File: src/rtl/nvc_pkg.sv
`timescale 1ns/1ps
package nvc_pkg;

    typedef struct packed {
        logic ce_n;
        logic vgtb;
        logic b1str;
        logic b2low;
        logic b1low;
        logic b2p;
        logic b1p;
        logic vok;
    } flags_t;

    localparam int FLAG_W = $bits(flags_t);

    typedef enum logic [1:0] {MD_DOWN, MD_RECOVER, MD_RUN} mode_e;

    typedef enum logic [2:0] {
        IH_IDLE, IH_WAIT1, IH_IN1, IH_BLOCK, IH_BLKIN
    } inh_e;

    typedef enum logic [1:0] {SRC_MAIN, SRC_BAT1, SRC_BAT2, SRC_NONE} src_e;

    // Stronger of the present batteries; none when neither is present.
    function automatic src_e best_battery(flags_t f);
        if (f.b1p && f.b2p) return f.b1str ? SRC_BAT1 : SRC_BAT2;
        else if (f.b1p)     return SRC_BAT1;
        else if (f.b2p)     return SRC_BAT2;
        else                return SRC_NONE;
    endfunction

    // Low condition of the battery that would back the RAM.
    function automatic logic best_is_low(flags_t f);
        case (best_battery(f))
            SRC_BAT1: return f.b1low;
            SRC_BAT2: return f.b2low;
            default:  return 1'b1;
        endcase
    endfunction

    function automatic logic [3:0] src_onehot(src_e s);
        case (s)
            SRC_MAIN: return 4'b0001;
            SRC_BAT1: return 4'b0010;
            SRC_BAT2: return 4'b0100;
            default:  return 4'b1000;
        endcase
    endfunction

endpackage

File: src/rtl/nvc_sync.sv
`timescale 1ns/1ps
module nvc_sync #(
    parameter int W      = 8,
    parameter int STAGES = 2
) (
    input  logic         clk,
    input  logic         rst,
    input  logic [W-1:0] d,
    output logic [W-1:0] q
);
    logic [W-1:0] stage [STAGES];

    genvar g;
    generate
        for (g = 0; g < STAGES; g++) begin : g_stage
            if (g == 0) begin : g_first
                always_ff @(posedge clk) begin
                    if (rst) stage[g] <= '0;
                    else     stage[g] <= d;
                end
            end else begin : g_next
                always_ff @(posedge clk) begin
                    if (rst) stage[g] <= '0;
                    else     stage[g] <= stage[g-1];
                end
            end
        end
    endgenerate

    assign q = stage[STAGES-1];
endmodule

File: src/rtl/nvc_supervisor.sv
`timescale 1ns/1ps
module nvc_supervisor
    import nvc_pkg::*;
#(
    parameter int REC_CYCLES = 1250000,
    parameter int CNT_W      = (REC_CYCLES > 1) ? $clog2(REC_CYCLES) : 1
) (
    input  logic   clk,
    input  logic   rst,
    input  flags_t f,
    output mode_e  mode,
    output logic   pass_hold,
    output logic   bat_low,
    output logic   sealed,
    output logic   seal_d,
    output logic   fail_evt,
    output logic   rec_done
);
    logic [CNT_W-1:0] rec_cnt;
    logic             ever_up;
    logic             rec_last;

    assign rec_last = (rec_cnt == CNT_W'(REC_CYCLES - 1));
    assign seal_d   = !(ever_up || f.vok) && (f.b1p || f.b2p);
    assign fail_evt = (mode != MD_DOWN) && !f.vok;
    assign rec_done = (mode == MD_RECOVER) && f.vok && rec_last;

    always_ff @(posedge clk) begin
        if (rst) begin
            mode      <= MD_DOWN;
            rec_cnt   <= '0;
            pass_hold <= 1'b0;
            bat_low   <= 1'b0;
            ever_up   <= 1'b0;
            sealed    <= 1'b0;
        end else begin
            ever_up <= ever_up || f.vok;
            sealed  <= seal_d;
            case (mode)
                MD_DOWN: begin
                    if (f.vok) begin
                        mode      <= MD_RECOVER;
                        rec_cnt   <= '0;
                        bat_low   <= best_is_low(f);
                        pass_hold <= 1'b0;
                    end else if (f.ce_n) begin
                        pass_hold <= 1'b0;
                    end
                end
                MD_RECOVER: begin
                    if (!f.vok)        mode    <= MD_DOWN;
                    else if (rec_last) mode    <= MD_RUN;
                    else               rec_cnt <= rec_cnt + 1'b1;
                end
                MD_RUN: begin
                    if (!f.vok) begin
                        mode      <= MD_DOWN;
                        pass_hold <= !f.ce_n;
                    end
                end
                default: mode <= MD_DOWN;
            endcase
        end
    end
endmodule

File: src/rtl/nvc_cycle_inhibit.sv
`timescale 1ns/1ps
module nvc_cycle_inhibit
    import nvc_pkg::*;
(
    input  logic  clk,
    input  logic  rst,
    input  mode_e mode,
    input  logic  fail_evt,
    input  logic  rec_done,
    input  logic  bat_low,
    input  logic  ce_s,
    output inh_e  inh_state,
    output logic  block
);
    logic ce_prev;
    logic fall, rise;

    assign fall  = ce_prev && !ce_s;
    assign rise  = !ce_prev && ce_s;
    assign block = (inh_state == IH_BLOCK) || (inh_state == IH_BLKIN);

    always_ff @(posedge clk) begin
        if (rst) begin
            inh_state <= IH_IDLE;
            ce_prev   <= 1'b1;
        end else begin
            ce_prev <= ce_s;
            if (fail_evt) begin
                inh_state <= IH_IDLE;
            end else if (rec_done) begin
                inh_state <= bat_low ? IH_WAIT1 : IH_IDLE;
            end else if (mode == MD_RUN) begin
                case (inh_state)
                    IH_WAIT1: if (fall) inh_state <= IH_IN1;
                    IH_IN1:   if (rise) inh_state <= IH_BLOCK;
                    IH_BLOCK: if (fall) inh_state <= IH_BLKIN;
                    IH_BLKIN: if (rise) inh_state <= IH_IDLE;
                    default:  inh_state <= IH_IDLE;
                endcase
            end
        end
    end
endmodule

File: src/rtl/nvc_src_select.sv
`timescale 1ns/1ps
module nvc_src_select
    import nvc_pkg::*;
(
    input  logic       clk,
    input  logic       rst,
    input  flags_t     f,
    input  logic       seal_d,
    output logic [3:0] pwr_sel
);
    src_e src_q, src_d;

    always_comb begin
        if (f.vgtb)      src_d = SRC_MAIN;
        else if (seal_d) src_d = SRC_NONE;
        else             src_d = best_battery(f);
    end

    always_ff @(posedge clk) begin
        if (rst) src_q <= SRC_NONE;
        else     src_q <= src_d;
    end

    assign pwr_sel = src_onehot(src_q);
endmodule

File: src/rtl/nvc_ce_guard.sv
`timescale 1ns/1ps
module nvc_ce_guard
    import nvc_pkg::*;
#(
    parameter int REC_CYCLES  = 1250000,
    parameter int SYNC_STAGES = 2
) (
    input  logic       clk,
    input  logic       rst,
    input  logic       ce_in_n,
    input  logic       vcc_ok,
    input  logic       bat1_here,
    input  logic       bat2_here,
    input  logic       bat1_low,
    input  logic       bat2_low,
    input  logic       bat1_stronger,
    input  logic       vcc_above_bat,
    input  logic       tol_sel,
    output logic       ce_out_n,
    output logic [3:0] pwr_sel,
    output logic       sealed,
    output logic       tol_window
);
    flags_t raw_f, sync_f;
    logic [FLAG_W-1:0] sync_vec;
    mode_e mode;
    inh_e  inh_state;
    logic  pass_hold, bat_low, seal_d, fail_evt, rec_done, inh_block;
    logic  lock;

    always_comb begin
        raw_f.ce_n  = ce_in_n;
        raw_f.vgtb  = vcc_above_bat;
        raw_f.b1str = bat1_stronger;
        raw_f.b2low = bat2_low;
        raw_f.b1low = bat1_low;
        raw_f.b2p   = bat2_here;
        raw_f.b1p   = bat1_here;
        raw_f.vok   = vcc_ok;
    end

    nvc_sync #(.W(FLAG_W), .STAGES(SYNC_STAGES)) i_sync (
        .clk(clk), .rst(rst), .d(raw_f), .q(sync_vec)
    );
    assign sync_f = flags_t'(sync_vec);

    nvc_supervisor #(.REC_CYCLES(REC_CYCLES)) i_sup (
        .clk(clk), .rst(rst), .f(sync_f), .mode(mode),
        .pass_hold(pass_hold), .bat_low(bat_low), .sealed(sealed),
        .seal_d(seal_d), .fail_evt(fail_evt), .rec_done(rec_done)
    );

    nvc_cycle_inhibit i_inh (
        .clk(clk), .rst(rst), .mode(mode), .fail_evt(fail_evt),
        .rec_done(rec_done), .bat_low(bat_low), .ce_s(sync_f.ce_n),
        .inh_state(inh_state), .block(inh_block)
    );

    nvc_src_select i_src (
        .clk(clk), .rst(rst), .f(sync_f), .seal_d(seal_d), .pwr_sel(pwr_sel)
    );

    // Chip-enable path stays combinational; only the lock is clocked.
    assign lock       = ((mode != MD_RUN) && !pass_hold) || inh_block;
    assign ce_out_n   = ce_in_n | lock;
    assign tol_window = tol_sel;
endmodule

File: config.mk
export PLATFORM = sky130hd
export DESIGN_NAME = nvc_ce_guard
export DESIGN_NICKNAME = d
export VERILOG_FILES = /design/src/rtl/nvc_pkg.sv /design/src/rtl/nvc_sync.sv /design/src/rtl/nvc_supervisor.sv /design/src/rtl/nvc_cycle_inhibit.sv /design/src/rtl/nvc_src_select.sv /design/src/rtl/nvc_ce_guard.sv
export SDC_FILE = /design/constraint.sdc
export NUM_CORES = 1
export LEC_CHECK = 0
export BUFFER_PORTS_ARGS = -buffer_cell sky130_fd_sc_hd__buf_4
export CAP_MARGIN = 20
export CORE_MARGIN = 5
export CORE_UTILIZATION = 58
export DETAILED_ROUTE_END_ITERATION = 8
export GPL_TIMING_DRIVEN = 0
export PLACE_DENSITY_LB_ADDON = 0.3
export SYNTH_ARGS = -nofsm -noshare
export SYNTH_HDL_FRONTEND = slang
export SYNTH_SLANG_ARGS = --single-unit
export TNS_END_PERCENT = 100
File: constraint.sdc
create_clock -name clk -period 2.1 [get_ports clk]
set_clock_uncertainty 0.1 [all_clocks]
set_input_delay 0.105 -clock clk [delete_from_list [all_inputs] [get_ports clk]]
set_output_delay 0.105 -clock clk [all_outputs]
set_load 0.005 [all_outputs]
==> results of run 1 <==
-- how the worst max path moves through the flow --
stage	slack [ps]	depth (start not counted)	endpoint	startpoint
4_1_cts	20	6	i_sup.rec_cnt[13]$_SDFFE_PP0P_	i_sup.rec_cnt[12]$_SDFFE_PP0P_
3_3_place_gp	-20	7	i_sup.rec_cnt[13]$_SDFFE_PP0P_	i_sup.rec_cnt[0]$_SDFFE_PP0P_
5_1_grt	-6	7	i_sup.rec_cnt[4]$_SDFFE_PP0P_	i_sup.mode[1]$_SDFFE_PP0P_
2_1_floorplan	150	7	i_sup.rec_cnt[13]$_SDFFE_PP0P_	i_sup.rec_cnt[0]$_SDFFE_PP0P_
3_5_place_dp	-30	7	i_sup.rec_cnt[13]$_SDFFE_PP0P_	i_sup.rec_cnt[0]$_SDFFE_PP0P_
6_report	80	6	i_sup.rec_cnt[13]$_SDFFE_PP0P_	i_sup.rec_cnt[19]$_SDFFE_PP0P_
-- flip-flops by register name, indices dropped and copies added (netlist names), 2 cells and up --
signal / count
i_inh.inh_state: 3
i_sup.rec_cnt: 21
i_sync.stage: 16
i_src.src_q: 2
i_sup.mode: 2
-- kinds of logic after synthesis --
logic type	Yosys count	synth area share [%]
AOI/OAI and AO/OA	40	13.0
xor gates and xnor gates	11	4.48
adders and majority gates	3	1.74
buffers and inverters	17	4.07
DFF	49	45.6
muxes	1	0.465
and+or+nand+nor	122	30.7
-- worst register-to-register path: stages, from the launching register on --
cell	delay, ps
sky130_fd_sc_hd__dfxtp_2	350
sky130_fd_sc_hd__or4_4	530
sky130_fd_sc_hd__or3_4	410
sky130_fd_sc_hd__o21ai_4	210
sky130_fd_sc_hd__buf_6	140
sky130_fd_sc_hd__or4_2	120
sky130_fd_sc_hd__a21oi_2	50
-- synth_stat cells, drive strengths merged --
cell	number	area share, %
xor2	7	2.8
or4bb	1	0.52
o21ai	6	1.9
nor3b	1	0.35
nor3	5	1.2
and3	3	0.87
nand4	5	1.5
nor4	1	0.29
o31ai	5	1.7
a2111o	1	0.52
nand4b	1	0.41
buf	5	1.8
nand2	22	4.0
nand3	10	2.3
o21bai	1	0.35
and2b	1	0.41
nor2b	22	6.4
ha	3	1.7
a2111oi	1	0.41
a221oi	2	0.81
and4	2	0.87
xnor2	4	1.6
a31oi	1	0.29
clkbuf	5	1.0
mux2i	1	0.47
and2	2	0.58
nor2	31	5.6
dfxtp	49	46
a21o	1	0.35
or3	3	1.1
o211ai	1	0.35
inv	7	1.2
a22o	1	0.41
a21oi	18	4.9
a211oi	2	0.93
nand2b	2	0.58
or2	2	0.58
or4	8	3.2
-- layer usage --
metal	share of wire, %	up-vias	global-route usage [%]
li1	-	909	-
met1	47	811	25.4
met2	45	49	25.5
met3	7.0	7	5.11
met4	1.0	0	5.01
met5	0	-	0
-- what timing repair did --
| action | in CTS | in global routing |
|---|---|---|
| hold buffers | 8 | 1 |
| setup buffers | 0 | 1 |
| endpoints found under the setup margin | 7 | 9 |
| gates resized for setup | 3 | 13 |
| gates cloned | 0 | 1 |
| pin swaps | 0 | 2 |
| endpoints found under the hold margin | 8 | 1 |
-- power breakdown --
group / internal (mW) / switching [mW] / total, mW
sequential: 0.946 / 0.00932 / 0.956
clock: 0.236 / 0.318 / 0.554
combinational: 0.0575 / 0.0498 / 0.107
total: 1.24 / 0.377 / 1.62
-- final cells by class --
type / instances / area (sq um) / share of cell area, %
clock inverters: 3 / 21.3 / 0.828
repair buffers: 27 / 225 / 8.77
flip-flops and latches: 49 / 993 / 38.7
well taps: 48 / 60.1 / 2.34
multi-input cells: 177 / 1110 / 43.3
plain buffers: 10 / 61.3 / 2.39
clock buffers: 5 / 68.8 / 2.68
inverters: 7 / 26.3 / 1.02
-- per-stage QoR --
step | hold WS, ps | setup WS [ps] | total power, mW
6_report | 277 | 77.8 | 1.62
3_5_place_dp | 219 | -26.2 | 1.07
3_3_place_gp | 215 | -16.1 | 1.07
5_1_grt | 290 | -6.02 | 1.70
4_1_cts | 0.523 | 17.6 | 1.63
2_1_floorplan | 133 | 146 | 1.04
==> results.txt, run 1 <==
----------------------------------------------------
[Status]
  Run status ... finished, final reports clean

[Clock network]
  Clock-pin slew on the worst setup and hold paths ... 90 ps
  TritonCTS clock tree ... built
  Cell at the root of the clock tree ... sky130_fd_sc_hd__clkbuf_8
  Buffers from clock root to sink, at most ... 2
  Clk sink count ... 49
  H-Tree Level Count ... 2
  Total CTS buffers ... 5
  Worst-skew pair later-pin latency ... 300 ps

[Worst setup path]
  Critical-path cell list ... or4_4 -> or3_4 -> o21ai_4 -> buf_6 -> or4_2 -> a21oi_2
  Family with the most delay on the worst path ... simple AND/OR/NAND/NOR gates
  Critical path required time ... 2190 ps
  Crit start category ... flop
  Kind of critical path ... reg -> reg
  FF-to-FF End ... i_sup.rec_cnt[13]$_SDFFE_PP0P_
  Setup slack of the most critical reg-to-reg path ... 80 ps
  CP Buf/Inv Count ... 1
  Slowest stage cell, crit path ... sky130_fd_sc_hd__or4_4
  R2R cell count ... 6
  Launch instance of the worst register-to-register path ... i_sup.rec_cnt[19]$_SDFFE_PP0P_
  Capturing element type of the critical path ... flop
  Critical Path Fanout Max ... 5
  Critical Path AT ... 2110 ps
  CP max stage delay ... 530 ps

[Timing]
  Top achievable clock speed ... 495 MHz
  Time the final worst path needs with I/O delays and setup ... 2020 ps
  Crit share post-route ... 96.3%
  Worst Max-Slew Pin Slew ... 559 ps
  Max Slew Vio Count ... 0
  Normalized max-slew margin ... 62.4%
  Count of final setup violators ... 0
  Final TNS setup ... 0 ps
  Total count of hold-check failures in the final report ... 0

[Drt]
  Avg WL per Cell ... 12.9 microns
  Sum of routed wire length over all layers ... 4190 microns
  Iteration count of the initial detailed-routing pass ... 4
  Antenna viol nets, final ... 0
  Vias per cell ... 5.45
  DRC marker count from the first detailed-route iteration ... 159
  Post-route DRC ... 0
  Via count of the routed design ... 1,776

[Finish]
  Area added between synthesis and finish ... 19.3%
  Number of standard cells in the final layout excluding fillers ... 326
  Fillers ... 288
  Final design area excluding fillers ... 2570 sq um
  Ratio of cells with drive above 1 in the final layout ... 22.7%
  Most common library cell in the layout ignoring fill and taps ... sky130_fd_sc_hd__dfxtp_1
  Commonest cells after routing, fill and taps aside ... sky130_fd_sc_hd__dfxtp_1, sky130_fd_sc_hd__nor2_1, sky130_fd_sc_hd__nor2b_1
  Antenna cell count ... 0
  Final core utilization ... 70.7%
  Total Nets Final ... 291

[Power]
  Worst voltage drop across the vdd grid ... 434 uV
  P per Cell Area ... 630 nW/um^2
  Static Leakage ... 0.924 nW

[Min path]
  WHS Path Cells ... 2
  Beginning of the worst hold path ... tol_sel
  Destination of the worst hold path ... tol_window
  Worst min-delay path category ... in -> out

[Placement]
  Total half-perimeter wirelength after legalization and detailed placement ... 2850 microns
  Area after DPL ... 2330 sq um
  Number of input and output port buffers inserted ... 16
  Placed cell count ... 307
  Routability congestion estimate from global placement ... 0.828

[Die]
  Effective utilization at floorplan ... 59.2%
  Core Rows ... 22
  Core region area ... 3630 sq um
  Height of the chip ... 70.9 microns
  Die Area ... 5030 sq um
  DIE WIDTH ... 70.9 microns
  Ports placed on the boundary ... 18

[Global routing]
  Number of global-route vias before repair ... 1,505
  Total track usage ... 17.6%
  Maximum number of pins on one net before global-route repair ... 17
  First-pass GRT wire length ... 7090 microns
  Antenna violations before repair ... 0
  Total congestion overflow ... 0

[Synthesis]
  Average footprint of a synthesized cell ... 8.86 sq um
  Number of different library cells in the post-synthesis netlist ... 50
  Mapped Area ... 2150 sq um
  #FFs+latches synth ... 49
  Synth Net Count ... 257
  Synthesized instance count ... 243
  Warnings, synthesis ... 0
  Sequential cell area fraction in the yosys report ... 45.6%

[Flow run]
  Number of violations of the max-capacitance limit ... 0

----------------------------------------------------
(Power assumes the default switching activity.)
==> inputs of run 2 (changes only) <==
Settings changed: RECOVER_POWER from default to 100.
==> run 2 against run 1 <==
  * Via count up 0.23%
  * Utilization down 0.21 points
  * Largest power group unchanged
  * Cell count unchanged
  * Worst setup slack better by 5.2 ps
  * Critical path depth unchanged
  * Highest routed layer unchanged
==> results.txt, run 2 (same netlist as run 1, synthesis figures left out) <==
----------------------------------------------------
[Clock network]
  H-Tree Level Count ... 2 (unchanged)
  Worst-skew pair later-pin latency ... 300 ps (about the same)
  Cell at the root of the clock tree ... sky130_fd_sc_hd__clkbuf_8
  Clock-pin slew on the worst setup and hold paths ... 90 ps (about the same)
  Buffers from clock root to sink, at most ... 2 (unchanged)
  Total CTS buffers ... 5 (unchanged)
  TritonCTS clock tree ... built
  Clk sink count ... 49 (unchanged)

[Min path]
  WHS Path Cells ... 2 (unchanged)
  Worst min-delay path category ... in -> out

[Global routing]
  First-pass GRT wire length ... 7090 microns (unchanged)
  Maximum number of pins on one net before global-route repair ... 17 (unchanged)
  Total track usage ... 17.6% (unchanged)
  Number of global-route vias before repair ... 1,505 (unchanged)
  Antenna violations before repair ... 0 (unchanged)
  Total congestion overflow ... 0 (unchanged)

[Finish]
  Antenna cell count ... 0 (unchanged)
  Most common library cell in the layout ignoring fill and taps ... sky130_fd_sc_hd__dfxtp_1
  Fillers ... 288 (unchanged)
  Area taken by multi-input logic gates ... 1110 sq um (unchanged)
  Registers with the most flip-flops ... i_sup.rec_cnt: 21 flops, i_sync.stage: 16 flops, i_inh.inh_state: 3 flops
  Total Nets Final ... 291 (unchanged)
  Flip-flop count of the largest register, all copies and words added ... 21 (unchanged)
  Final design area excluding fillers ... 2560 sq um (-0.29%)
  Area added between synthesis and finish ... 19.0%
  Commonest cells after routing, fill and taps aside ... sky130_fd_sc_hd__dfxtp_1, sky130_fd_sc_hd__nor2_1, sky130_fd_sc_hd__nor2b_1
  Sequential Area ... 993 sq um (unchanged)
  Register ranked first by flip-flop count ... i_sup.rec_cnt
  Ratio of cells with drive above 1 in the final layout ... 21.9% (-0.72 points)

[Timing]
  Worst hold slack after final layout ... 298 ps (+21.2 ps)
  Worst Max-Slew Pin Slew ... 568 ps (+8.71 ps)
  Top achievable clock speed ... 496 MHz (+0.26%)
  Final TNS setup ... 0 ps (unchanged)
  Normalized max-slew margin ... 61.8% (-0.59 points)
  Time the final worst path needs with I/O delays and setup ... 2020 ps (-5.16 ps)
  Total count of hold-check failures in the final report ... 0 (unchanged)
  Count of final setup violators ... 0 (unchanged)
  Crit share post-route ... 96.0% (-0.25 points)
  Max Slew Vio Count ... 0 (unchanged)

[Worst setup path]
  Capturing element type of the critical path ... flop
  Launch instance of the worst register-to-register path ... i_sup.rec_cnt[19]$_SDFFE_PP0P_
  Critical Path AT ... 2110 ps (about the same)
  Crit start category ... flop
  Setup slack of the most critical reg-to-reg path ... 80 ps (about the same)
  Critical Path End ... i_sup.rec_cnt[13]$_SDFFE_PP0P_
  R2R cell count ... 6 (unchanged)
  CP startpoint ... i_sup.rec_cnt[19]$_SDFFE_PP0P_
  Kind of critical path ... reg -> reg
  Critical Path Fanout Max ... 5 (unchanged)
  Critical path required time ... 2190 ps (about the same)
  FF-to-FF End ... i_sup.rec_cnt[13]$_SDFFE_PP0P_

[Die]
  Die Area ... 5030 sq um (unchanged)
  DIE WIDTH ... 70.9 microns (unchanged)
  Effective utilization at floorplan ... 59.2% (unchanged)
  Core region area ... 3630 sq um (unchanged)
  Ports placed on the boundary ... 18 (unchanged)
  Core Rows ... 22 (unchanged)
  Height of the chip ... 70.9 microns (unchanged)

[Drt]
  Via count of the routed design ... 1,780 (+0.23%)
  Post-route DRC ... 0 (unchanged)
  Vias per cell ... 5.46 (+0.23%)
  Iteration count of the initial detailed-routing pass ... 4 (unchanged)
  DRC marker count from the first detailed-route iteration ... 172 (+8.2%)
  Avg WL per Cell ... 12.8 microns (-0.76%)
  Antenna viol nets, final ... 0 (unchanged)
  Sum of routed wire length over all layers ... 4160 microns (-0.76%)

[Status]
  Run status ... finished, final reports clean

[Power]
  Register share of total power ... 59.1% (about the same)
  Switching power as a share of total power ... 23.3% (about the same)
  Net switching power figure ... 0.377 mW (about the same)
  Worst voltage drop across the vdd grid ... 436 uV (+0.27%)
  Clock share of power ... 34.3% (about the same)
  P_int ... 1.24 mW (-0.10%)
  Static Leakage ... 0.915 nW (-0.97%)
  Combinational share of power ... 6.5% (about the same)
  P per Cell Area ... 631 nW/um^2 (+0.19%)

[Placement]
  Number of input and output port buffers inserted ... 16 (unchanged)
  Routability congestion estimate from global placement ... 0.828 (unchanged)
  Total half-perimeter wirelength after legalization and detailed placement ... 2850 microns (unchanged)
  Area after DPL ... 2330 sq um (unchanged)

[Flow run]
  Number of violations of the max-capacitance limit ... 0 (unchanged)

----------------------------------------------------
## run 2: cell count changes in the layout (fill, tap and decap cells not counted)
cell	before	now
sky130_fd_sc_hd__and2_1	2	1
sky130_fd_sc_hd__clkbuf_4	1	6
sky130_fd_sc_hd__clkbuf_1	4	6
sky130_fd_sc_hd__buf_4	21	14
sky130_fd_sc_hd__and2_0	0	1
## run 2: how the worst min path moves through the flow
stage                   start                              to  slack (ps)
finish                tol_sel                      tol_window         300
global route          tol_sel                      tol_window         310
CTS                       rst  i_sup.rec_cnt[11]$_SDFFE_PP0P_         0.5
detailed placement     vcc_ok   i_sync.stage[0][0]$_SDFF_PP0_         220
global placement    bat2_here   i_sync.stage[0][2]$_SDFF_PP0_         210
floorplan              vcc_ok   i_sync.stage[0][0]$_SDFF_PP0_         130
## run 2: layer usage
metal / global-route usage, % / up-vias / wire length, microns
li1: - / 913 / -
met1: 25.4 / 811 / 1970
met2: 25.5 / 49 / 1870
met3: 5.11 / 7 / 279
met4: 5.01 / 0 / 43
met5: 0 / - / 0
## run 2: power by group through the flow
stage	Combinational, mW	Clock [mW]	Sequential [mW]
final	0.106	0.554	0.956
after global routing	0.118	0.619	0.959
after CTS	0.104	0.570	0.958
after detailed placement	0.0914	0	0.980
after global placement	0.0901	0	0.979
after floorplan	0.0581	0	0.977
## run 2: critical path: stages (launching register included)
cell	delay, ps
sky130_fd_sc_hd__dfxtp_2	350
sky130_fd_sc_hd__or4_4	530
sky130_fd_sc_hd__or3_4	410
sky130_fd_sc_hd__o21ai_4	210
sky130_fd_sc_hd__buf_6	140
sky130_fd_sc_hd__or4_2	120
sky130_fd_sc_hd__a21oi_2	50
## run 2: through the flow
stage	utilization (%)	setup WS [ps]	instances	power [mW]
final	70.5	83.0	326	1.62
after global routing	70.5	-6.00	326	1.70
after CTS	69.1	17.6	323	1.63
after detailed placement	64.2	-26.2	307	1.07
after global placement	64.2	-16.1	307	1.07
after floorplan	-	146	243	1.04
## run 2: timing repair
action,CTS,global route
resized for setup,3,13
pin swaps,0,2
setup buffers,0,1
cloned,0,1
setup endpoints to repair,7,9
hold buffers,8,1
endpoints found under the hold margin,8,1
## run 2: layout make-up
class	instances	area share, %
Buffer	10	2.39
Clock buffer	5	2.69
Clock inverter	3	0.831
Inverter	7	1.03
Multi-Input combinational cell	177	43.4
Sequential cell	49	38.8
Tap cell	48	2.35
Timing Repair Buffer	27	8.50
